$ cat src/rtl/ecc_repair_pkg.sv
package ecc_repair_pkg;
  localparam int DATA_W = 16;
  localparam int CW_W   = 22;
  localparam int SYN_W  = 5;

  typedef enum logic [2:0] {
    ST_IDLE, ST_WRITEBACK, ST_REREAD, ST_CHECK, ST_ALLOC, ST_SPARE_WRITE, ST_DONE
  } phase_e;

  typedef struct packed {
    logic [DATA_W-1:0] data;
    logic              single;
    logic              dbl;
  } dec_t;

  function automatic logic [CW_W-1:0] secded_enc(input logic [DATA_W-1:0] d);
    logic [CW_W-1:0] cw;
    int k;
    cw = '0;
    k  = 0;
    for (int i = 1; i < CW_W; i++) begin
      if ((i & (i - 1)) != 0) begin
        cw[i] = d[k];
        k++;
      end
    end
    for (int p = 0; p < SYN_W; p++) begin
      logic x;
      x = 1'b0;
      for (int i = 1; i < CW_W; i++)
        if (((i >> p) & 1) == 1 && i != (1 << p)) x ^= cw[i];
      cw[1 << p] = x;
    end
    cw[0] = ^cw[CW_W-1:1];
    return cw;
  endfunction

  function automatic dec_t secded_dec(input logic [CW_W-1:0] cw_in);
    logic [CW_W-1:0] cw;
    logic [SYN_W-1:0] syn;
    logic overall;
    dec_t r;
    int k;
    cw  = cw_in;
    syn = '0;
    for (int i = 1; i < CW_W; i++)
      if (cw[i]) syn ^= SYN_W'(i);
    overall  = ^cw;
    r.single = overall && (int'(syn) < CW_W);
    r.dbl    = (!overall && syn != '0) || (overall && int'(syn) >= CW_W);
    if (r.single && syn != '0) cw[syn] = ~cw[syn];
    r.data = '0;
    k = 0;
    for (int i = 1; i < CW_W; i++) begin
      if ((i & (i - 1)) != 0) begin
        r.data[k] = cw[i];
        k++;
      end
    end
    return r;
  endfunction
endpackage

$ cat src/rtl/secded_codec.sv
module secded_codec
  import ecc_repair_pkg::*;
(
  input  logic [DATA_W-1:0] enc_data_i,
  output logic [CW_W-1:0]   enc_cw_o,
  input  logic [CW_W-1:0]   dec_cw_i,
  output logic [DATA_W-1:0] dec_data_o,
  output logic              single_o,
  output logic              double_o
);
  dec_t dec;

  always_comb begin
    enc_cw_o   = secded_enc(enc_data_i);
    dec        = secded_dec(dec_cw_i);
    dec_data_o = dec.data;
    single_o   = dec.single;
    double_o   = dec.dbl;
  end
endmodule

$ cat src/rtl/spare_map.sv
module spare_map #(
  parameter int AW      = 12,
  parameter int ENTRIES = 8,
  localparam int SW     = $clog2(ENTRIES)
) (
  input  logic          clk_i,
  input  logic          rst_ni,
  input  logic [AW-1:0] lookup_addr_i,
  output logic          hit_o,
  output logic [SW-1:0] hit_idx_o,
  output logic          free_any_o,
  output logic [SW-1:0] free_idx_o,
  input  logic          alloc_en_i,
  input  logic [AW-1:0] alloc_tag_i,
  input  logic          mark_en_i,
  input  logic [SW-1:0] mark_idx_i
);
  logic [ENTRIES-1:0] valid_q, faulty_q, hit_vec;
  logic [AW-1:0]      tag_q [ENTRIES];

  for (genvar g = 0; g < ENTRIES; g++) begin : g_ent
    always_ff @(posedge clk_i or negedge rst_ni) begin
      if (!rst_ni) begin
        valid_q[g]  <= 1'b0;
        faulty_q[g] <= 1'b0;
        tag_q[g]    <= '0;
      end else begin
        if (alloc_en_i && free_idx_o == SW'(g)) begin
          valid_q[g] <= 1'b1;
          tag_q[g]   <= alloc_tag_i;
        end
        if (mark_en_i && mark_idx_i == SW'(g)) faulty_q[g] <= 1'b1;
      end
    end
    assign hit_vec[g] = valid_q[g] && !faulty_q[g] && tag_q[g] == lookup_addr_i;

    // a retired spare entry never returns to service
    a_r7_faulty_sticky: assert property (@(posedge clk_i) disable iff (!rst_ni)
      faulty_q[g] |=> faulty_q[g]);
  end

  always_comb begin
    hit_o      = 1'b0;
    hit_idx_o  = '0;
    free_any_o = 1'b0;
    free_idx_o = '0;
    for (int i = ENTRIES - 1; i >= 0; i--) begin
      if (hit_vec[i]) begin
        hit_o     = 1'b1;
        hit_idx_o = SW'(i);
      end
      if (!valid_q[i]) begin
        free_any_o = 1'b1;
        free_idx_o = SW'(i);
      end
    end
  end

  a_r6_unique_hit: assert property (@(posedge clk_i) disable iff (!rst_ni)
    $onehot0(hit_vec));
  a_r5_alloc_target_free: assert property (@(posedge clk_i) disable iff (!rst_ni)
    alloc_en_i |=> valid_q[$past(free_idx_o)] && tag_q[$past(free_idx_o)] == $past(alloc_tag_i));
endmodule

$ cat src/rtl/repair_fsm.sv
module repair_fsm
  import ecc_repair_pkg::*;
#(
  parameter int AW      = 12,
  parameter int ENTRIES = 8,
  localparam int SW     = $clog2(ENTRIES)
) (
  input  logic              clk_i,
  input  logic              rst_ni,
  input  logic              host_rd_i,
  input  logic [AW-1:0]     addr_i,
  input  logic              hit_i,
  input  logic [SW-1:0]     hit_idx_i,
  input  logic              single_i,
  input  logic              double_i,
  input  logic [DATA_W-1:0] dec_data_i,
  input  logic              free_any_i,
  input  logic [SW-1:0]     free_idx_i,
  output phase_e            phase_o,
  output logic [AW-1:0]     cap_addr_o,
  output logic [DATA_W-1:0] cap_data_o,
  output logic              cap_in_spare_o,
  output logic [SW-1:0]     cap_idx_o,
  output logic [SW-1:0]     alloc_idx_o,
  output logic              alloc_en_o,
  output logic              mark_en_o,
  output logic              uncorr_o,
  output logic              overflow_o
);
  phase_e phase_q;
  logic   reread_bad_q;

  always_ff @(posedge clk_i or negedge rst_ni) begin
    if (!rst_ni) begin
      phase_q        <= ST_IDLE;
      cap_addr_o     <= '0;
      cap_data_o     <= '0;
      cap_in_spare_o <= 1'b0;
      cap_idx_o      <= '0;
      alloc_idx_o    <= '0;
      reread_bad_q   <= 1'b0;
      uncorr_o       <= 1'b0;
      overflow_o     <= 1'b0;
    end else begin
      unique case (phase_q)
        ST_IDLE: begin
          if (host_rd_i && double_i) begin
            uncorr_o <= 1'b1;
          end else if (host_rd_i && single_i) begin
            cap_addr_o     <= addr_i;
            cap_data_o     <= dec_data_i;
            cap_in_spare_o <= hit_i;
            cap_idx_o      <= hit_idx_i;
            phase_q        <= ST_WRITEBACK;
          end
        end
        ST_WRITEBACK: phase_q <= ST_REREAD;
        ST_REREAD: begin
          reread_bad_q <= single_i || double_i;
          phase_q      <= ST_CHECK;
        end
        ST_CHECK: phase_q <= reread_bad_q ? ST_ALLOC : ST_DONE;
        ST_ALLOC: begin
          if (free_any_i) begin
            alloc_idx_o <= free_idx_i;
            phase_q     <= ST_SPARE_WRITE;
          end else begin
            overflow_o <= 1'b1;
            phase_q    <= ST_DONE;
          end
        end
        ST_SPARE_WRITE: phase_q <= ST_DONE;
        ST_DONE:        phase_q <= ST_IDLE;
        default:        phase_q <= ST_IDLE;
      endcase
    end
  end

  assign phase_o    = phase_q;
  assign alloc_en_o = (phase_q == ST_ALLOC) && free_any_i;
  assign mark_en_o  = (phase_q == ST_CHECK) && reread_bad_q && cap_in_spare_o;

  a_r4_writeback_then_reread: assert property (@(posedge clk_i) disable iff (!rst_ni)
    phase_q == ST_WRITEBACK |=> phase_q == ST_REREAD);
  a_r4_clean_reread_is_soft: assert property (@(posedge clk_i) disable iff (!rst_ni)
    (phase_q == ST_CHECK && !reread_bad_q) |=> phase_q == ST_DONE);
  a_r8_uncorr_sticky: assert property (@(posedge clk_i) disable iff (!rst_ni)
    uncorr_o |=> uncorr_o);
  a_r9_overflow_sticky: assert property (@(posedge clk_i) disable iff (!rst_ni)
    overflow_o |=> overflow_o);
  a_r9_overflow_skips_write: assert property (@(posedge clk_i) disable iff (!rst_ni)
    $rose(overflow_o) |-> phase_q == ST_DONE);
endmodule

$ cat src/rtl/ecc_repair_ctrl.sv
module ecc_repair_ctrl
  import ecc_repair_pkg::*;
#(
  parameter int AW     = 12,
  parameter int SPARES = 8,
  localparam int SW    = $clog2(SPARES)
) (
  input  logic              clk_i,
  input  logic              rst_ni,
  input  logic              req_i,
  input  logic              we_i,
  input  logic [AW-1:0]     addr_i,
  input  logic [DATA_W-1:0] wdata_i,
  output logic [DATA_W-1:0] rdata_o,
  output logic              busy_o,
  output logic [AW-1:0]     mem_addr_o,
  output logic              mem_we_o,
  output logic [CW_W-1:0]   mem_wdata_o,
  input  logic [CW_W-1:0]   mem_rdata_i,
  output logic [SW-1:0]     spare_idx_o,
  output logic              spare_we_o,
  output logic [CW_W-1:0]   spare_wdata_o,
  input  logic [CW_W-1:0]   spare_rdata_i,
  output logic              uncorr_o,
  output logic              overflow_o
);
  phase_e            phase;
  logic              idle, host_rd, host_wr, rd_spare;
  logic              hit, free_any, alloc_en, mark_en;
  logic [SW-1:0]     hit_idx, free_idx, cap_idx, alloc_idx;
  logic [AW-1:0]     cap_addr;
  logic [DATA_W-1:0] cap_data, dec_data;
  logic              cap_in_spare, single, dbl;
  logic [CW_W-1:0]   enc_cw, raw_cw;

  assign idle     = phase == ST_IDLE;
  assign busy_o   = !idle;
  assign host_rd  = idle && req_i && !we_i;
  assign host_wr  = idle && req_i && we_i;
  assign rd_spare = idle ? hit : cap_in_spare;
  assign raw_cw   = rd_spare ? spare_rdata_i : mem_rdata_i;

  secded_codec u_codec (
    .enc_data_i (idle ? wdata_i : cap_data),
    .enc_cw_o   (enc_cw),
    .dec_cw_i   (raw_cw),
    .dec_data_o (dec_data),
    .single_o   (single),
    .double_o   (dbl)
  );

  spare_map #(.AW(AW), .ENTRIES(SPARES)) u_map (
    .clk_i, .rst_ni,
    .lookup_addr_i (addr_i),
    .hit_o         (hit),
    .hit_idx_o     (hit_idx),
    .free_any_o    (free_any),
    .free_idx_o    (free_idx),
    .alloc_en_i    (alloc_en),
    .alloc_tag_i   (cap_addr),
    .mark_en_i     (mark_en),
    .mark_idx_i    (cap_idx)
  );

  repair_fsm #(.AW(AW), .ENTRIES(SPARES)) u_fsm (
    .clk_i, .rst_ni,
    .host_rd_i      (host_rd),
    .addr_i         (addr_i),
    .hit_i          (hit),
    .hit_idx_i      (hit_idx),
    .single_i       (single),
    .double_i       (dbl),
    .dec_data_i     (dec_data),
    .free_any_i     (free_any),
    .free_idx_i     (free_idx),
    .phase_o        (phase),
    .cap_addr_o     (cap_addr),
    .cap_data_o     (cap_data),
    .cap_in_spare_o (cap_in_spare),
    .cap_idx_o      (cap_idx),
    .alloc_idx_o    (alloc_idx),
    .alloc_en_o     (alloc_en),
    .mark_en_o      (mark_en),
    .uncorr_o       (uncorr_o),
    .overflow_o     (overflow_o)
  );

  assign rdata_o       = dec_data;
  assign mem_addr_o    = idle ? addr_i : cap_addr;
  assign mem_wdata_o   = enc_cw;
  assign spare_wdata_o = enc_cw;
  assign mem_we_o      = (host_wr && !hit) || (phase == ST_WRITEBACK && !cap_in_spare);
  assign spare_idx_o   = idle ? hit_idx : (phase == ST_SPARE_WRITE ? alloc_idx : cap_idx);
  assign spare_we_o    = (host_wr && hit) || (phase == ST_WRITEBACK && cap_in_spare)
                         || phase == ST_SPARE_WRITE;

  a_r3_single_target: assert property (@(posedge clk_i) disable iff (!rst_ni)
    !(mem_we_o && spare_we_o));
  a_r10_busy_holds_address: assert property (@(posedge clk_i) disable iff (!rst_ni)
    (busy_o && $past(busy_o)) |-> $stable(mem_addr_o));
endmodule

$ cat config.mk
export PLATFORM = sky130hd
export DESIGN_NAME = ecc_repair_ctrl
export DESIGN_NICKNAME = d
export VERILOG_FILES = /design/src/rtl/ecc_repair_pkg.sv /design/src/rtl/secded_codec.sv /design/src/rtl/spare_map.sv /design/src/rtl/repair_fsm.sv /design/src/rtl/ecc_repair_ctrl.sv
export SDC_FILE = /design/constraint.sdc
export NUM_CORES = 1
export LEC_CHECK = 0
export ABC_AREA = 1
export BUFFER_PORTS_ARGS = -buffer_cell sky130_fd_sc_hd__buf_2
export CAP_MARGIN = 20
export CORE_ASPECT_RATIO = 1.4
export CORE_UTILIZATION = 25
export CTS_BUF_LIST = sky130_fd_sc_hd__clkbuf_16
export DETAILED_ROUTE_END_ITERATION = 8
export PLACE_DENSITY_LB_ADDON = 0.05
export SYNTH_ARGS = -nofsm -noshare
export SYNTH_HDL_FRONTEND = slang
export SYNTH_HIERARCHICAL = 1
export SYNTH_SLANG_ARGS = --single-unit
$ cat constraint.sdc
create_clock -name clk_i -period 13.05 [get_ports clk_i]
set_input_delay 1.305 -clock clk_i [delete_from_list [all_inputs] [get_ports clk_i]]
set_output_delay 1.305 -clock clk_i [all_outputs]
set_load 0.02 [all_outputs]
==> run_results.csv, run 1 <==
group,metric,value,unit
run_status,outcome,"complete, no violations",
clock_tree,cts.repair.resized,0,
run,drv_cap,0,
power_and_ir_drop,design_power_total,3550,uW
detailed_routing,via_count,9237,
clock_tree,cts_setup_buffers,0,
layout,seqCellArea,3829,um^2
sta,tightest_slew,0.9383,ns
place,placedCellCount,2045,
critical_path,data_arrival_time_of_the_worst_path,7.26,ns
yosys,synthesis.nets,1525,
sta,finalMaxSlewViolations,0,
grt,vias_in_the_first_global_route,9202,
sta,hold-worst-slack,0.4484,ns
critical_path,timing.critical_path.from_type,"input port",
floorplan,num_io_pins,156,
worst_hold_path,holdPathStages,2,
yosys,main_synth_ff_type,"sky130_fd_sc_hd__dfrtp_1",
floorplan,die_height,239.5,um
yosys,ranking_of_synthesized_cells_by_instance_count,"sky130_fd_sc_hd__nand2_1 (571), sky130_fd_sc_hd__dfrtp_1 (153), sky130_fd_sc_hd__inv_1 (127), sky130_fd_sc_hd__nand3_1 (102), sky130_fd_sc_hd__nor2_1 (81)",
grt,global_route.overflow_total,0,
sta,timing.slew.headroom,0.3730,
layout,final_core_utilization,0.2926,
detailed_routing,route.detailed.vias_per_inst,4.447,
place,detailed_place_hpwl,28750,um
critical_path,regToRegSetupSlack,6.60,ns
yosys,yosys.cell_types.count,41,
sta,count_of_endpoints_failing_hold_in_the_final_timing_report,0,
critical_path,timing.critical_path.to,"rdata_o[0]",
yosys,yosysTopAreaCellShare,0.3802,
detailed_routing,drt-pass1-iter-count,5,
critical_path,worstReg2RegStart,"u_map/valid_q[7]",
grt,maximum_number_of_pins_on_one_net_before_global_route_repair,91,
yosys,synthesis.instances,1449,
yosys,netlist_top_cells_area,"sky130_fd_sc_hd__dfrtp_1 (38%), sky130_fd_sc_hd__nand2_1 (21%), sky130_fd_sc_hd__nand3_1 (5.1%)",
detailed_routing,wl_per_cell,18.14,um
clock_tree,clock-root-buffer,"sky130_fd_sc_hd__clkbuf_16",
clock_tree,clock_sinks,153,
layout,stdcell_count,2077,
critical_path,cpLargestDelayFamily,"simple AND/OR/NAND/NOR gates",
clock_tree,cts_tree,"done",
critical_path,cp_common_cell,"sky130_fd_sc_hd__nand2_1",
grt,grt_pass1_wl,57190,um
critical_path,worstSetupStartpoint,"addr_i[5]",
power_and_ir_drop,static-leakage-power,0.005957,uW
clock_tree,clkTransAtPathRegs,0.06,ns
sta,maxClockFrequency,116.8,MHz
power_and_ir_drop,peak_ir_drop_on_the_vdd_network,0.4186,mV
sta,unrepaired_setup_endpoints_after_global_routing,"no",
detailed_routing,wirelength,37690,um
clock_tree,ctsLongestPathBuffers,2,
detailed_routing,ant_nets,0,
floorplan,core_region_area,39490,um^2
place,finalWeightedCongestion,0.8784,
layout,final_net_count,1612,
critical_path,cp_max_delay_cell,"sky130_fd_sc_hd__nand3_1",
floorplan,dieWidth,171.6,um
yosys,synthesis.yosys.warnings,6,
layout,antenna_cells,0,
critical_path,worst-path-stages,33,
critical_path,critical-path-max-stage-delay,0.65,ns
clock_tree,postCtsHoldBufs,0,
yosys,mappedNetlistArea,10070,um^2
yosys,synth-seq-cells,153,
layout,multi_input_comb_area,5116,um^2
critical_path,worstSetupPathType,"input port to output pin",
critical_path,crit_required,11.74,ns
critical_path,cp-end-kind,"output pin",
sta,final_worst_path_period_need,8.564,ns
yosys,synth_async_sr_flop_share,1.000,
sta,setup-violations-final,0,
clock_tree,cts_made_buffers,17,
clock_tree,cts_max_level,4,
layout,syn2layout_area_growth,14.75,%
floorplan,die_area,41100,um^2
clock_tree,clkLatencyLatePin,0.45,ns
floorplan,start_util,0.2550,
floorplan,floorplan.rows,86,
layout,drive_above_1_share,0.1588,
sta,layout_worst_path_cycle_share,0.6563,
layout,fill_cells,4474,
yosys,synth_largest_area_cell,"sky130_fd_sc_hd__dfrtp_1",
detailed_routing,drtIter0Drc,478,
yosys,synth_area_per_cell,6.949,um^2
critical_path,timing.critical_path.buf_inv,5,
place,io_buffers,155,
critical_path,worstReg2RegEnd,"u_fsm/cap_data_o[15]",
yosys,synth-edff-count,0,
yosys,synth_sequential_area_ratio,0.3802,
yosys,most_common_cell_in_the_netlist,"sky130_fd_sc_hd__nand2_1",
critical_path,crit_path_max_fanout,22,
critical_path,reg2reg_depth,30,
power_and_ir_drop,pwr_density_cell,307.2,nW/um^2
grt,track_usage,0.1912,
sta,tns,0,ns
sta,fin_worst_skew,0.01205,ns
detailed_routing,remaining_drc_errors,0,
worst_hold_path,path_type_of_the_worst_min_delay_path,"register to register",
grt,antenna_found_initial,1,
[registers in the layout (all words and copies together), names as in the netlist]
| name | flops |
|---|---|
| u_fsm/alloc_idx_o | 3 |
| u_map/valid_q | 8 |
| u_fsm/reread_bad_q | 1 |
| u_fsm/cap_addr_o | 12 |
| u_map/tag_q | 96 |
| u_fsm/cap_idx_o | 3 |
| u_fsm/uncorr_o | 1 |
| u_map/faulty_q | 8 |
| u_fsm/phase_o | 3 |
| u_fsm/cap_in_spare_o | 1 |
| u_fsm/overflow_o | 1 |
| u_fsm/cap_data_o | 16 |
[layout by cell type (no fill, tap or decap), drive strengths merged, types with 3 or more instances in the layout]
master  count
nand2     585
clkbuf     17
dfrtp     153
buf       156
a21o        3
xor2       30
nor2       91
a211oi      7
nor3        6
clkinv     10
nand4       8
o221ai      3
o21bai      4
xnor2      46
inv       141
nand3     102
bufinv      4
a21oi      19
nand3b      6
o22ai       6
o21ai     139
[power by group]
group	switching, uW	leakage (uW)	total [uW]	internal, uW
Sequential	83.4	0.00209	652	569
Combinational	1670	0.00356	2360	691
Clock	219	0.000301	540	320
Total	1970	0.00596	3550	1580
[stage by stage]
stage / setup slack (ns) / area, um^2
after floorplan: 6.845 / 10070
after global placement: 4.355 / 10930
after detailed placement: 4.353 / 10930
after CTS: 4.344 / 11550
after global routing: 3.805 / 11550
final: 4.486 / 11550
[how the worst min path moves through the flow]
stage | from | to | slack, ns
final | u_map/faulty_q[0] | u_map/faulty_q[0] | 0.45
after CTS | u_map/faulty_q[5] | u_map/faulty_q[5] | 0.45
after global placement | u_map/faulty_q[6] | u_map/faulty_q[6] | 0.43
after detailed placement | u_map/faulty_q[5] | u_map/faulty_q[5] | 0.44
after global routing | u_map/faulty_q[3] | u_map/faulty_q[3] | 0.49
after floorplan | u_map/faulty_q[5] | u_map/faulty_q[5] | 0.42
[kinds of logic (layout without fill, tap and decap cells)]
family,after synthesis,in the layout,share of synthesized area
flops,153,153,0.3802
xor+xnor,76,76,0.07281
simple gates,802,802,0.3309
buf+inv,230,330,0.1117
compound gates,188,188,0.1044
[routing by layer]
metal	track usage	vias to the layer above	part of all wire
met5	0	-	0
met4	0.06575	0	0.027
met3	0.02842	44	0.025
met2	0.3575	167	0.54
met1	0.2166	4334	0.41
li1	-	4692	-
[tightest hold or removal path, stage by stage (launching register included)]
cell and delay, ns:
sky130_fd_sc_hd__dfrtp_1 0.32, sky130_fd_sc_hd__inv_1 0.04, sky130_fd_sc_hd__nand2_1 0.05
[layout make-up]
| cell class | count | share of cell area |
|---|---|---|
| inverters | 142 | 0.04613 |
| flip-flops and latches | 153 | 0.3313 |
| multi-input cells | 1066 | 0.4428 |
| clock inverters | 15 | 0.01743 |
| well taps | 528 | 0.05717 |
| clock buffers | 17 | 0.03682 |
| repair buffers | 156 | 0.06833 |
Note: power is estimated with default switching activity, not from simulation.
==> run 2, diff against run 1 <==
==> constraint.sdc (replaced) <==
create_clock -name clk_i -period 8.3 [get_ports clk_i]
set_input_delay 0.83 -clock clk_i [delete_from_list [all_inputs] [get_ports clk_i]]
set_output_delay 0.83 -clock clk_i [all_outputs]
set_load 0.02 [all_outputs]
==> run 2 against run 1 <==
Against the previous run:
- clock skew increased by 0.0013 ns
- critical path depth unchanged
- count of clock-buffer cells in the layout stayed put
- sequential cell count unchanged
- core utilization fell by 0.14 points
- sequential share of layout area up 0.16 points
- sequential power is 58% higher
- worst hold slack about the same
- final cell count barely moved
- clock power grew 40%
- via count is 0.69% lower
==> run_results.csv, run 2 (synthesized netlist as in run 1, its figures left out) <==
group,metric,value,unit
worst_hold_path,path_type_of_the_worst_min_delay_path,"register to register",
clock_tree,clock-root-buffer,"sky130_fd_sc_hd__clkbuf_16",
critical_path,crit_path_max_fanout,20,
sta,tightest_slew,0.9208,ns
power_and_ir_drop,static-leakage-power,0.005925,uW
floorplan,die_area,41100,um^2
floorplan,core_region_area,39490,um^2
critical_path,cp-end-kind,"output pin",
sta,finalMaxSlewViolations,0,
layout,finish.instance_area,11500,um^2
clock_tree,cts.repair.resized,0,
layout,antenna_cells,0,
layout,final_core_utilization,0.2912,
critical_path,worstReg2RegEnd,"u_fsm/cap_data_o[12]",
layout,regMostFlops,"u_map/tag_q",
floorplan,start_util,0.2550,
clock_tree,clkLatencyLatePin,0.45,ns
detailed_routing,remaining_drc_errors,0,
clock_tree,postCtsHoldBufs,0,
floorplan,num_io_pins,156,
sta,setup-violations-final,0,
place,placedCellCount,2047,
layout,drive_above_1_share,0.1599,
place,placement.cell_area,10940,um^2
detailed_routing,route.detailed.vias_per_inst,4.412,
sta,tns,0,ns
critical_path,reg2reg_depth,31,
layout,syn2layout_area_growth,14.19,%
grt,global_route.overflow_total,0,
place,detailed_place_hpwl,28950,um
sta,timing.slew.headroom,0.3861,
critical_path,worstReg2RegStart,"u_map/valid_q[7]",
place,io_buffers,155,
layout,most-common-layout-cells,"sky130_fd_sc_hd__nand2_1 (571), sky130_fd_sc_hd__buf_2 (154), sky130_fd_sc_hd__dfrtp_1 (153), sky130_fd_sc_hd__inv_1 (127), sky130_fd_sc_hd__nand3_1 (102)",
critical_path,worstSetupPathType,"input port to output pin",
detailed_routing,wl_per_cell,18.18,um
floorplan,die_height,239.5,um
power_and_ir_drop,peak_ir_drop_on_the_vdd_network,0.7901,mV
grt,vias_in_the_first_global_route,9348,
detailed_routing,via_count,9173,
critical_path,cp_common_cell,"sky130_fd_sc_hd__nand2_1",
worst_hold_path,holdPathStages,2,
critical_path,critical-path-max-stage-delay,0.63,ns
sta,count_of_endpoints_failing_hold_in_the_final_timing_report,0,
layout,reg_top3,"u_map/tag_q (96), u_fsm/cap_data_o (16), u_fsm/cap_addr_o (12)",
clock_tree,cts_made_buffers,17,
floorplan,floorplan.rows,86,
sta,final_worst_path_period_need,7.597,ns
layout,layout.cells.most_common,"sky130_fd_sc_hd__nand2_1",
run_status,outcome,"complete, no violations",
layout,stdcell_count,2079,
clock_tree,clkTransAtPathRegs,0.07,ns
clock_tree,clock_sinks,153,
detailed_routing,drt-pass1-iter-count,5,
critical_path,timing.critical_path.from_type,"input port",
worst_hold_path,capture_endpoint_of_the_worst_hold_path,"u_map/faulty_q[5]",
sta,maxClockFrequency,131.6,MHz
sta,layout_worst_path_cycle_share,0.9153,
layout,fill_cells,4406,
clock_tree,ctsLongestPathBuffers,2,
sta,hold-worst-slack,0.4486,ns
place,finalWeightedCongestion,0.8912,
grt,grt_pass1_wl,58060,um
sta,fin_worst_skew,0.01334,ns
critical_path,cp_max_delay_cell,"sky130_fd_sc_hd__nand3_1",
clock_tree,cts_max_level,4,
grt,track_usage,0.1941,
clock_tree,cts_setup_buffers,0,
critical_path,data_arrival_time_of_the_worst_path,6.77,ns
critical_path,regToRegSetupSlack,1.88,ns
clock_tree,cts_tree,"done",
detailed_routing,ant_nets,0,
sta,unrepaired_setup_endpoints_after_global_routing,"no",
floorplan,dieWidth,171.6,um
detailed_routing,drtIter0Drc,553,
grt,maximum_number_of_pins_on_one_net_before_global_route_repair,92,
worst_hold_path,hold_path.startpoint,"u_map/faulty_q[5]",
detailed_routing,wirelength,37810,um
critical_path,crit_required,7.47,ns
layout,largest_register_ff_count,96,
power_and_ir_drop,pwr_density_cell,474.9,nW/um^2
run,drv_cap,0,
layout,final_net_count,1614,
grt,antenna_found_initial,1,
[run 2: cell types whose count changed in the layout (fill, tap and decap cells not counted)]
cell,change
sky130_fd_sc_hd__clkinvlp_4,+3
sky130_fd_sc_hd__clkinv_4,-1
sky130_fd_sc_hd__buf_4,+2
sky130_fd_sc_hd__bufinv_16,-3
sky130_fd_sc_hd__clkinv_2,+1
[run 2: power breakdown]
group          internal (uW)  switching, uW
Combinational           1090           2590
Sequential               894            134
Clock                    411            343
Total                   2400           3060
[run 2: metal layers]
layer	wire length [um]	share of wire	vias up	global-route usage
li1	-	-	4689	-
met1	15280	0.40	4280	0.2169
met2	20410	0.54	165	0.3636
met3	924	0.024	39	0.02578
met4	1191	0.032	0	0.07846
met5	0	0	-	0
[run 2: area by class of cell]
| class | count | area [um^2] | area share |
|---|---|---|---|
| Clock inverter | 15 | 130.1 | 0.01132 |
| Sequential cell | 153 | 3829 | 0.3330 |
| Clock buffer | 17 | 425.4 | 0.03700 |
| Tap cell | 528 | 660.6 | 0.05745 |
| Inverter | 142 | 533.0 | 0.04635 |
| Timing Repair Buffer | 158 | 804.5 | 0.06997 |
| Multi-Input combinational cell | 1066 | 5116 | 0.4449 |
[run 2: worst max-delay path, delay by kind of cell]
family	cells	cell delay, ns
simple gates	25	3.91
buf+inv	5	1.20
compound gates	3	0.83
[run 2: through the flow]
step                      setup slack [ns]  power, uW
final                               0.7032       5460
after global routing               0.07789       5944
after CTS                           0.5773       5569
after detailed placement            0.5962       4791
after global placement              0.6056       4796
after floorplan                      3.045       4057
[run 2: how the worst max path moves through the flow]
stage	slack (ns)	from	to
final	0.70	addr_i[5]	rdata_o[0]
after global routing	0.08	addr_i[5]	rdata_o[2]
after CTS	0.58	addr_i[5]	rdata_o[2]
after detailed placement	0.60	addr_i[5]	rdata_o[2]
after global placement	0.61	addr_i[5]	rdata_o[7]
after floorplan	3.05	addr_i[2]	rdata_o[14]
